`config.mk`:
```
export PLATFORM = sky130hd
export DESIGN_NAME = ext_irq_detect
export DESIGN_NICKNAME = d
export VERILOG_FILES = /design/src/rtl/ext_irq_pkg.sv /design/src/rtl/ext_irq_sync.sv /design/src/rtl/ext_irq_edge_unit.sv /design/src/rtl/ext_irq_wake_ctl.sv /design/src/rtl/ext_irq_detect.sv
export SDC_FILE = /design/constraint.sdc
export NUM_CORES = 1
export LEC_CHECK = 0
export BUFFER_PORTS_ARGS = -buffer_cell sky130_fd_sc_hd__buf_2
export CAP_MARGIN = 10
export CORE_MARGIN = 5
export CORE_UTILIZATION = 30
export CTS_BUF_LIST = sky130_fd_sc_hd__clkbuf_8 sky130_fd_sc_hd__clkbuf_16
export DETAILED_ROUTE_END_ITERATION = 10
export SKIP_CTS_REPAIR_TIMING = 1
export SYNTH_ARGS = -nofsm -noshare
export SYNTH_HDL_FRONTEND = slang
export SYNTH_SLANG_ARGS = --single-unit
```
`constraint.sdc`:
```
create_clock -name clk -period 2.31 [get_ports clk]
set_input_delay 0.3465 -clock clk [delete_from_list [all_inputs] [get_ports clk]]
set_output_delay 0.3465 -clock clk [all_outputs]
set_load 0.02 [all_outputs]
```
`src/rtl/ext_irq_pkg.sv`:
```
package ext_irq_pkg;

   typedef enum logic [1:0] {
      TRIG_LOW  = 2'b00,
      TRIG_ANY  = 2'b01,
      TRIG_FALL = 2'b10,
      TRIG_RISE = 2'b11
   } trig_mode_e;

   function automatic logic is_level_mode(input logic [1:0] m);
      return (trig_mode_e'(m) == TRIG_LOW);
   endfunction

endpackage

```
`src/rtl/ext_irq_sync.sv`:
```
module ext_irq_sync #(
   parameter int   STAGES  = 2,
   parameter logic RST_VAL = 1'b0
) (
   input  logic clk,
   input  logic rst_n,
   input  logic en,
   input  logic d,
   output logic q
);

   logic [STAGES-1:0] chain;

   generate
      if (STAGES == 1) begin : g_single
         always_ff @(posedge clk or negedge rst_n) begin
            if (!rst_n)  chain <= RST_VAL;
            else if (en) chain <= d;
         end
      end else begin : g_chain
         always_ff @(posedge clk or negedge rst_n) begin
            if (!rst_n)  chain <= {STAGES{RST_VAL}};
            else if (en) chain <= {chain[STAGES-2:0], d};
         end
      end
   endgenerate

   assign q = chain[STAGES-1];

endmodule

```
`src/rtl/ext_irq_edge_unit.sv`:
```
module ext_irq_edge_unit
   import ext_irq_pkg::*;
#(
   parameter int SYNC_STAGES = 2
) (
   input  logic       clk,
   input  logic       rst_n,
   input  logic       run,
   input  logic       edge_valid,
   input  logic       pin,
   input  logic [1:0] mode,
   input  logic       clr,
   output logic       flag
);

   logic pin_s;
   logic pin_prev;
   logic hit;

   ext_irq_sync #(.STAGES(SYNC_STAGES), .RST_VAL(1'b0)) u_sync (
      .clk   (clk),
      .rst_n (rst_n),
      .en    (run),
      .d     (pin),
      .q     (pin_s)
   );

   always_ff @(posedge clk or negedge rst_n) begin
      if (!rst_n)   pin_prev <= 1'b0;
      else if (run) pin_prev <= pin_s;
   end

   always_comb begin
      unique case (trig_mode_e'(mode))
         TRIG_ANY:  hit = pin_s ^ pin_prev;
         TRIG_FALL: hit = pin_prev & ~pin_s;
         TRIG_RISE: hit = ~pin_prev & pin_s;
         default:   hit = 1'b0;
      endcase
   end

   always_ff @(posedge clk or negedge rst_n) begin
      if (!rst_n)                        flag <= 1'b0;
      else if (is_level_mode(mode))      flag <= 1'b0;
      else if (run && edge_valid && hit) flag <= 1'b1;
      else if (clr)                      flag <= 1'b0;
   end

endmodule

```
`src/rtl/ext_irq_wake_ctl.sv`:
```
module ext_irq_wake_ctl #(
   parameter int SETTLE = 3
) (
   input  logic clk,
   input  logic rst_n,
   input  logic run,
   input  logic startup_done,
   input  logic lvl_low_any,
   output logic edge_valid,
   output logic gate_open,
   output logic wake
);

   localparam int CW = $clog2(SETTLE + 1);

   logic [CW-1:0] settle_cnt;
   logic          run_q;

   always_ff @(posedge clk or negedge rst_n) begin
      if (!rst_n)                         settle_cnt <= '0;
      else if (!run)                      settle_cnt <= '0;
      else if (settle_cnt != CW'(SETTLE)) settle_cnt <= settle_cnt + 1'b1;
   end

   assign edge_valid = (settle_cnt == CW'(SETTLE));

   always_ff @(posedge clk or negedge rst_n) begin
      if (!rst_n) run_q <= 1'b0;
      else        run_q <= run;
   end

   always_ff @(posedge clk or negedge rst_n) begin
      if (!rst_n)              gate_open <= 1'b1;
      else if (startup_done)   gate_open <= 1'b1;
      else if (run_q && !run)  gate_open <= 1'b0;
   end

   assign wake = ~gate_open & lvl_low_any;

endmodule

```
`src/rtl/ext_irq_detect.sv`:
```
module ext_irq_detect
   import ext_irq_pkg::*;
#(
   parameter int N_IN        = 2,
   parameter int SYNC_STAGES = 2
) (
   input  logic              clk,
   input  logic              rst_n,
   input  logic              io_clk_run_i,
   input  logic              startup_done_i,
   input  logic [N_IN-1:0]   pin_i,
   input  logic [2*N_IN-1:0] mode_i,
   input  logic [N_IN-1:0]   enable_i,
   input  logic [N_IN-1:0]   flag_clr_i,
   output logic [N_IN-1:0]   flag_o,
   output logic [N_IN-1:0]   irq_o,
   output logic              wake_o
);

   localparam int SETTLE = SYNC_STAGES + 1;

   generate
      if (N_IN < 1) begin : g_bad_n
         $error("ext_irq_detect: N_IN must be at least 1");
      end
      if (SYNC_STAGES < 2) begin : g_bad_sync
         $error("ext_irq_detect: SYNC_STAGES must be at least 2");
      end
   endgenerate

   logic              edge_valid;
   logic              gate_open;
   logic [N_IN-1:0]   lvl_sel;
   logic [N_IN-1:0]   lvl_low;

   ext_irq_wake_ctl #(.SETTLE(SETTLE)) u_wake (
      .clk          (clk),
      .rst_n        (rst_n),
      .run          (io_clk_run_i),
      .startup_done (startup_done_i),
      .lvl_low_any  (|lvl_low),
      .edge_valid   (edge_valid),
      .gate_open    (gate_open),
      .wake         (wake_o)
   );

   for (genvar i = 0; i < N_IN; i++) begin : g_in
      ext_irq_edge_unit #(.SYNC_STAGES(SYNC_STAGES)) u_edge (
         .clk        (clk),
         .rst_n      (rst_n),
         .run        (io_clk_run_i),
         .edge_valid (edge_valid),
         .pin        (pin_i[i]),
         .mode       (mode_i[2*i +: 2]),
         .clr        (flag_clr_i[i]),
         .flag       (flag_o[i])
      );

      assign lvl_sel[i] = is_level_mode(mode_i[2*i +: 2]);
      assign lvl_low[i] = lvl_sel[i] & enable_i[i] & ~pin_i[i];
      assign irq_o[i]   = lvl_sel[i] ? (lvl_low[i] & gate_open)
                                     : (flag_o[i] & enable_i[i]);
   end

endmodule

```
# Word-level counts from Yosys, hierarchy flattened
# Index checks and enable logic that the tools add are counted.
# totals
output_inout_bits	5
regBits	12
word_cells	66
# classes
n_eq_ne	9
bitwise_logic	22
reduce_logical	11
muxes	14
add_sub_neg	1
# op_table
operator	count
AND 1 bit	13
equality test 2 bit (second input constant)	5
2-to-1 mux 1 bit	10
inverter 1 bit	7
case mux 1 bit (3 select lines)	2
nonzero test 3 bit	2
equality test 2 x 1 -> 1 bit (second input constant)	2
logical AND 1 bit	4
logical NOT 2 bit	2
2-to-1 mux 2 bit	2
adder 2 x 1 -> 2 bit (second input constant)	1
inequality test 2 x 1 -> 1 bit (second input constant)	1
inequality test 2 bit (second input constant)	1
nonzero test 2 bit	1
OR reduction 2 bit	1
bitwise XOR 1 bit	2
logical NOT 1 bit	1

# Longest topological paths before layout
# Gate-level depths: netlist of the first run.
# depth
ltp_word	6
depth_mapped	5
depth_no_buf	5

# Modules after synthesis
# Synthesis of the first run repeated with hierarchy kept, for this count alone.
# hier_totals
cells_unflattened	57
hier_area_um2	640.6
# by_module_without_submodules
mod	cells_each	area_per_inst_um2	seq_area_each_um2	instances
ext_irq_edge_unit	14	132.6	50.0	2
ext_irq_wake_ctl	12	165.2	101.3	1
ext_irq_sync	4	72.6	50.0	2
ext_irq_detect	9	65.1	0.0	1

# Worst setup path after synthesis of the first run
# No wires, ideal clock.
# synth_timing
path_type	flip-flop to output port
from	reg u_wake.gate_open
to	out irq_o[1]
stages_incl_launch_ff	3
slack_ns	0.643
arrival_ns	1.321
required_ns	1.964
path_cell_list	dfstp_2 -> or4b_1 -> a21boi_1
# synth_via
elab_chain_cells	2
# synth_lines
item	line_no	rtl
from (decl)	ext_irq_wake_ctl.sv:10	output logic gate_open,
from (signal assigned)	ext_irq_wake_ctl.sv:33	if (!rst_n) gate_open <= 1'b1;
from (signal assigned)	ext_irq_wake_ctl.sv:34	else if (startup_done) gate_open <= 1'b1;
from (signal assigned)	ext_irq_wake_ctl.sv:35	else if (run_q && !run) gate_open <= 1'b0;
AND 1 bit	ext_irq_detect.sv:61	assign irq_o[i] = lvl_sel[i] ? (lvl_low[i] & gate_open)
2-to-1 mux 1 bit	ext_irq_detect.sv:61	
to (decl)	ext_irq_detect.sv:16	output logic [N_IN-1:0] irq_o,
# No other way between the ends.

# Final worst setup path of the first run
# Same ends and word-level chain as after synthesis.

==> impl_metrics.toml, run 1 <==
[finish]
mostFrequentLayoutCells = "18 x buf_2, 11 x dfrtp_1, 7 x inv_1, 7 x o21ai_0"
num_antenna_cells = 0
fin_area_um2 = 823
area_growth_pct = 26.1
final_nets = 105
layout_commonest_cell = "buf_2"
drive_above_1_share_pct = 29.4

[place]
dp_hpwl_um = 973
gp_congestion = 0.793
placed_cell_area_um2 = 758
port_buffers = 18

[drt]
drtPass1Iterations = 4
drc = 0
ant_nets = 0
avgViaCountPerCell = 4.54
wire_per_inst_um = 11.3
drt-total-wl_mm = 1.26
drt_first_iter_violations = 6
via_count = 509

[critical_path]
worstSetupStartpointType = "register"
path_max_fanout = 4
path_class = "register to output pin"
ff2ff_path_depth = 5
end_kind = "output pin"
r2r_start = "g_in[1].u_edge.pin_prev$_DFFE_PN0P_"
max_stage_delay_ns = 0.54
crit_buf_inv = 1
cp.required_ns = 1.96
cp.arrival_ns = 1.54
reg2reg_to = "g_in[1].u_edge.flag$_DFFE_PN0P_"
rrSetupSlack_ns = 1.12
slowest_stage = "dfstp_2"
critPathTopFamily = "flip-flops"
cp.depth = 3
worstPathCellList = "or4b_1 -> a21boi_1 -> buf_2"

[floorplanning]
rows = 16
fp.dieH_um = 56.7
die-area_um2 = 3210
chipWidth_um = 56.7
start_util_pct = 32.3
core-area_um2 = 2020
pin_count = 19

[hold_path]
whs_endpoint = "u_wake.gate_open$_DFFE_PN1P_"
holdPathStages = 2
hold_path.class = "primary input to register"
holdCritStartpoint = "startup_done_i"

[clock_tree]
path_clk_slew_ns = 0.05
cts_tree = "yes"
clockBufferDepth = 2
clk_latency_ns = 0.24
clkSinkCount = 12
numCtsBuffers = 3
root_buffer = "clkbuf_8"
htree_levels = 1

[sta]
min_period_over_period_pct = 81.5
whs_ns = 0.295
slew-limit-headroom_pct = 81.0
skew_ns = 0.00115
worstMarginPinSlew_ns = 0.281
fmax_mhz = 531
setup-violations-final = 0
final_hold_viol_count = 0
drv_slew = 0
period_needed_ns = 1.88
tns_ns = 0
rsz0062_at_grt = "false"

[synth]
syn-cell-area_um2 = 653
yosysSeqAreaShare_pct = 46.2
syn-instance-count = 65
yosys_warnings = 0
synth_edf_count = 0
syn_area_per_cell_um2 = 10.0
synthFlopType = "dfrtp_1"
synth.distinct_cells = 28
async_flop_share_pct = 100
synthesis.nets = 84
yosys_register_bits = 12

[grt]
antenna_found_initial = 0
grt_pass1_wl_mm = 2.18
grtUsageTotal_pct = 9.21
grt-ovfl-total = 0
grt_pass1_vias = 530
grt_max_degree = 17

[power]
leakage_nw = 0.397
finalPower_mw = 0.572
peakVddDrop_mv = 0.216
cellPowerDensity_nw_per_um2 = 694

[run]
drv_cap = 0

[outcome]
status = "finished, final reports clean"
-- synth_stat cells (all sizes together) (2+ instances only) --
library cell | n | area (µm²)
inv | 7 | 26.3
a21boi | 2 | 15.0
a211oi | 2 | 15.0
nor2 | 2 | 7.51
buf | 2 | 15.0
mux2 | 2 | 22.5
nand2 | 5 | 18.8
o21ai | 7 | 35.0
ha | 5 | 62.6
nand2b | 3 | 18.8
dfrtp | 11 | 275
nor2b | 2 | 12.5
-- per-stage QoR --
step           cells  setup WS [ns]  utilization (%)
4_1_cts          111          0.412             40.2
3_5_place_dp     107          0.667             37.5
6_report         112          0.428             40.7
3_3_place_gp     107          0.690             37.5
2_1_floorplan     65          0.643                -
5_1_grt          112          0.359             40.7
-- metal layers --
layer / vias up / wire [µm] / global-route usage [%]
met4: 0 / 14 / 7.12
met5: - / 0 / 0
met2: 18 / 549 / 13.4
met1: 228 / 546 / 9.82
li1: 261 / - / -
met3: 2 / 151 / 5.05
-- sequential cells by signal, summed over array words and instances (netlist names) --
register and count:
u_wake.gate_open 1, u_wake.run_q 1, u_wake.settle_cnt 2, g_in.u_edge.u_sync.chain 4
g_in.u_edge.flag 2, g_in.u_edge.pin_prev 2
-- kinds of logic (layout without fill, tap and decap cells) --
group | count (synthesis) | after routing | share of synthesized area [%]
simple gates | 17 | 17 | 14.6
compound gates | 17 | 17 | 16.5
buf+inv | 10 | 30 | 6.90
flops | 12 | 12 | 46.2
fa+ha+maj | 5 | 5 | 9.58
mux | 3 | 3 | 4.98
xor+xnor | 1 | 1 | 1.34
-- report_power, final --
part | internal (mW) | switching (mW) | total [mW]
Clock | 0.150 | 0.0759 | 0.226
Combinational | 0.0467 | 0.0495 | 0.0962
Sequential | 0.235 | 0.0143 | 0.249
-- worst max path at each step --
| stage | from | end | slack [ns] |
|---|---|---|---|
| after CTS | u_wake.gate_open$_DFFE_PN1P_ | irq_o[1] | 0.41 |
| after floorplan | u_wake.gate_open$_DFFE_PN1P_ | irq_o[1] | 0.64 |
| after global routing | u_wake.gate_open$_DFFE_PN1P_ | irq_o[1] | 0.36 |
| after global placement | mode_i[2] | irq_o[1] | 0.69 |
| after detailed placement | mode_i[2] | irq_o[1] | 0.67 |
| final | u_wake.gate_open$_DFFE_PN1P_ | irq_o[1] | 0.43 |
-- cell type report --
class	instances	area [µm²]
flip-flops and latches	12	302
multi-input cells	43	307
fillers	206	1200
clock buffers	4	55.1
inverters	7	26.3
repair buffers	19	100
well taps	27	33.8
No activity file was read; power rests on OpenSTA's default activity.
==> run 2, diff against run 1 <==
- clock period: 2.31 -> 1.8 ns (I/O delays scaled with it)
==> run 2 against run 1 <==
  * Routed wire length rose by 2.9%
  * Via count rose by 2.9%
  * Clock power rose by 29%
  * Hold slack got worse by 0.089 ns
  * Critical path depth did not move
  * Core utilization rose by 0.12 points
  * Sequential cell count did not move
==> impl_metrics.toml, run 2 (synthesis results as in run 1) <==
[place]
port_buffers = 18
gp_congestion = 0.795
post-place-ws_ns = 0.240
dp_hpwl_mm = 1.00
placed_cell_area_um2 = 758

[critical_path]
worstPathCellList = "or4b_1 -> a21boi_1 -> buf_4"
end_kind = "output pin"
ff2ff_path_depth = 5
max_stage_delay_ns = 0.54
path_max_fanout = 4
cp.arrival_ns = 1.52
worstSetupStartpointType = "register"
cp.required_ns = 1.53
path_class = "register to output pin"
slowest_stage = "dfstp_2"

[drt]
avgViaCountPerCell = 4.68
ant_nets = 0
via_count = 524
drc = 0
drt_first_iter_violations = 6
drt-total-wl_mm = 1.30
drtPass1Iterations = 4
wire_per_inst_um = 11.6

[grt]
grtUsageTotal_pct = 9.24
grt_max_degree = 17
busiest_layer = "met2"
grt-ovfl-total = 0
met3_usage_pct = 5.28
grt_pass1_wl_mm = 2.24
grt_pass1_vias = 509
grt_use_met2_pct = 12.5
antenna_found_initial = 0
use_met1_pct = 10.5

[floorplanning]
core-area_um2 = 2020
pin_count = 19
chipWidth_um = 56.7
start_util_pct = 32.3
die-area_um2 = 3210
rows = 16
fp.dieH_um = 56.7

[hold_path]
holdPathStages = 2
hold_path.class = "primary input to register"

[sta]
setup-violations-final = 0
fin_ws_ns = 0.0150
min_period_over_period_pct = 99.2
skew_ns = 0.00271
period_needed_ns = 1.79
worstMarginPinSlew_ns = 0.316
fmax_mhz = 560
drv_slew = 0
final_hold_viol_count = 0
rsz0062_at_grt = "true"
slew-limit-headroom_pct = 78.7

[power]
peakVddDrop_mv = 0.311
leakage_nw = 0.397
cellPowerDensity_nw_per_um2 = 893

[finish]
fin_area_um2 = 826
mostFrequentLayoutCells = "17 x buf_2, 11 x dfrtp_1, 7 x inv_1, 7 x o21ai_0"
largest_register_ffs = 4
layout_commonest_cell = "buf_2"
nFillCells = 211
area_growth_pct = 26.4
top_register = "g_in.u_edge.u_sync.chain"
final_nets = 105
num_antenna_cells = 0
drive_above_1_share_pct = 29.4

[clock_tree]
htree_levels = 1
cts_tree = "yes"
clockBufferDepth = 2
numCtsBuffers = 3
clkSinkCount = 12
root_buffer = "clkbuf_8"
clk_latency_ns = 0.24
path_clk_slew_ns = 0.05

[run]
drv_cap = 0

[outcome]
status = "finished, final reports clean"
==> run 2: cell counts in the layout (fill, tap and decap cells not counted) <==
No cell type changed its count.
==> run 2: cell type report <==
class	count	area [µm²]	share of cell area (%)
Timing Repair Buffer	19	103	12.4
Inverter	7	26.3	3.18
Tap cell	27	33.8	4.09
Sequential cell	12	302	36.5
Multi-Input combinational cell	43	307	37.1
Clock buffer	4	55.1	6.67
==> run 2: layer usage <==
layer | wire, µm | share of wire, %
met1 | 548 | 42
met3 | 155 | 12
met4 | 40 | 3.1
met5 | 0 | 0
met2 | 553 | 43
==> run 2: final timing paths <==
| kind | from | endpoint | slack [ns] |
|---|---|---|---|
| min reg2reg | g_in[1].u_edge.u_sync.chain[0]$_DFFE_PN0P_ | g_in[1].u_edge.u_sync.chain[1]$_DFFE_PN0P_ | 0.49 |
| min | startup_done_i | u_wake.gate_open$_DFFE_PN1P_ | 0.21 |
| max in group asynchronous | rst_n | u_wake.gate_open$_DFFE_PN1P_ | 1.09 |
| min in group asynchronous | rst_n | g_in[1].u_edge.flag$_DFFE_PN0P_ | 0.44 |
| max | u_wake.gate_open$_DFFE_PN1P_ | irq_o[1] | 0.01 |
| max reg2reg | g_in[1].u_edge.pin_prev$_DFFE_PN0P_ | g_in[1].u_edge.flag$_DFFE_PN0P_ | 0.61 |
==> run 2: power by group <==
part           internal, mW  leakage, nW  switching, mW
clock network         0.193       0.0288         0.0990
registers             0.302        0.149         0.0182
logic                0.0608        0.220         0.0650
total                 0.556        0.397          0.182
==> run 2: per-stage QoR <==
step | power, mW | utilization [%] | hold slack [ns] | instances | setup TNS (ns)
after floorplan | 0.404 | - | -0.0256 | 65 | 0
after detailed placement | 0.450 | 37.5 | 0.166 | 107 | 0
after global routing | 0.788 | 40.8 | 0.217 | 112 | -0.0465
after global placement | 0.445 | 37.5 | 0.165 | 107 | 0
after CTS | 0.751 | 40.2 | -0.0963 | 111 | -0.0298
final | 0.738 | 40.8 | 0.205 | 112 | 0
==> run 2: worst max-delay path, delay by kind of cell, from the launching register on <==
kind                   cells  cell delay [ns]
buffers and inverters      1             0.16
AO/OA/AOI/OAI              1             0.14
flip-flops                 1             0.54
AND/OR/NAND/NOR            1             0.43
==> run 3, diff against run 2 <==
- CORE_UTILIZATION: 30 -> 48
- GPL_TIMING_DRIVEN: default -> 0
- PLACE_DENSITY: default -> 0.75
==> run 3 against run 2 <==
  * Design area up 1.5%
  * Maximum frequency up 1.5%
  * Sequential power about the same
  * Critical path type unchanged
  * Critical endpoint unchanged
==> impl_metrics.toml, run 3 (synthesis results as in run 1) <==
[finish]
largest_register_ffs = 4
final_nets = 109
top_register = "g_in.u_edge.u_sync.chain"
num_antenna_cells = 0
layout_commonest_cell = "buf_2"
area_growth_pct = 28.4
drive_above_1_share_pct = 32.6
mostFrequentLayoutCells = "17 x buf_2, 11 x dfrtp_1, 8 x inv_1"

[critical_path]
cp.required_ns = 1.53
crit_buf_inv = 1
path_max_fanout = 3
r2r_start = "g_in[1].u_edge.pin_prev$_DFFE_PN0P_"
slowest_stage = "dfstp_2"
worstSetupStartpointType = "register"
critPathTopFamily = "flip-flops"
startpoint = "u_wake.gate_open$_DFFE_PN1P_"
path_class = "register to output pin"
cp.arrival_ns = 1.49
worstPathCellList = "or4b_4 -> a21boi_2 -> buf_6"
max_stage_delay_ns = 0.53
end_kind = "output pin"

[floorplanning]
fp.dieH_um = 46.9
chipWidth_um = 46.9
core-area_um2 = 1300
start_util_pct = 50.2
rows = 13
die-area_um2 = 2200
pin_count = 19

[outcome]
status = "finished, final reports clean"

[power]
cellPowerDensity_nw_per_um2 = 831
peakVddDrop_mv = 0.494
leakage_nw = 0.414

[clock_tree]
clk_latency_ns = 0.24
cts_tree = "yes"
numCtsBuffers = 3
root_buffer = "clkbuf_8"
htree_levels = 1
path_clk_slew_ns = 0.05
clockBufferDepth = 2
clkSinkCount = 12

[drt]
avgViaCountPerCell = 5.18
drtPass1Iterations = 4
drt_first_iter_violations = 3
wire_per_inst_um = 11.7
ant_nets = 0
drt-total-wl_mm = 1.22
via_count = 539
drc = 0

[sta]
fmax_mhz = 569
drv_slew = 0
final_hold_viol_count = 0
worstMarginPinSlew_ns = 0.369
whs_ns = 0.214
setup-violations-final = 0
skew_ns = 0.00379
slew-limit-headroom_pct = 75.4
period_needed_ns = 1.76
min_period_over_period_pct = 97.7
fin_ws_ns = 0.0410
rsz0062_at_grt = "false"

[grt]
grt_pass1_wl_mm = 2.06
grtUsageTotal_pct = 13.8
grt_max_degree = 13
antenna_found_initial = 0
grt-ovfl-total = 0
grt_pass1_vias = 512

[hold_path]
hold_path.class = "primary input to register"
holdCritStartpoint = "startup_done_i"

[place]
dp_hpwl_um = 944
gp_congestion = 0.694
port_buffers = 18
post-place-ws_ns = 0.250

[run]
drv_cap = 0
[run 3: cell types whose count changed in the layout (fill, tap and decap cells not counted), sizes merged]
| cell | delta |
|---|---|
| buf | +3 |
| inv | +1 |
[run 3: path summary, 6_finish.rpt]
check | cells after the start | slack (ns) | endpoint
setup / recovery | 3 | 0.04 | irq_o[1]
hold / removal | 2 | 0.21 | u_wake.gate_open$_DFFE_PN1P_
setup reg to reg | 5 | 0.61 | g_in[1].u_edge.flag$_DFFE_PN0P_
min in group asynchronous | 2 | 0.44 | g_in[0].u_edge.pin_prev$_DFFE_PN0P_
hold reg to reg | 2 | 0.49 | g_in[1].u_edge.u_sync.chain[1]$_DFFE_PN0P_
max in group asynchronous | 2 | 1.09 | u_wake.gate_open$_DFFE_PN1P_
[run 3: per-stage QoR]
stage	instances	cell area (µm²)	TNS (ns)	power, mW	utilization (%)
floorplan	65	653	0	0.404	-
global placement	98	762	0	0.446	58.6
detailed placement	98	762	0	0.452	58.6
CTS	102	807	-0.0135	0.698	62.0
global route	104	838	0	0.742	64.4
finish	104	838	0	0.697	64.4
[run 3: final cells by class]
cell class	count	area, µm²
well taps	15	18.8
repair buffers	20	114
clock buffers	3	41.3
fillers	123	463
multi-input cells	43	314
inverters	7	26.3
plain buffers	3	18.8
flip-flops and latches	12	302
clock inverters	1	3.75
[run 3: worst register-to-register path: cells and delay by family, from the launching register on]
kind	cells	cell delay [ns]
and+or+nand+nor	1	0.21
buffers and inverters	1	0.06
AOI/OAI and AO/OA	2	0.27
adders and majority gates	1	0.18
DFF	1	0.35
[run 3: metal layers]
metal	GRT usage (%)	routed length, µm	up-vias
met2	21.4	572	13
met3	3.45	99	2
met4	8.29	8	0
met1	17.2	540	255
met5	0	0	-
li1	-	-	269
[run 3: where the power goes]
group | switching, mW | internal (mW)
Combinational | 0.0665 | 0.0663
Clock | 0.0949 | 0.150
Sequential | 0.0178 | 0.302
Total | 0.179 | 0.518
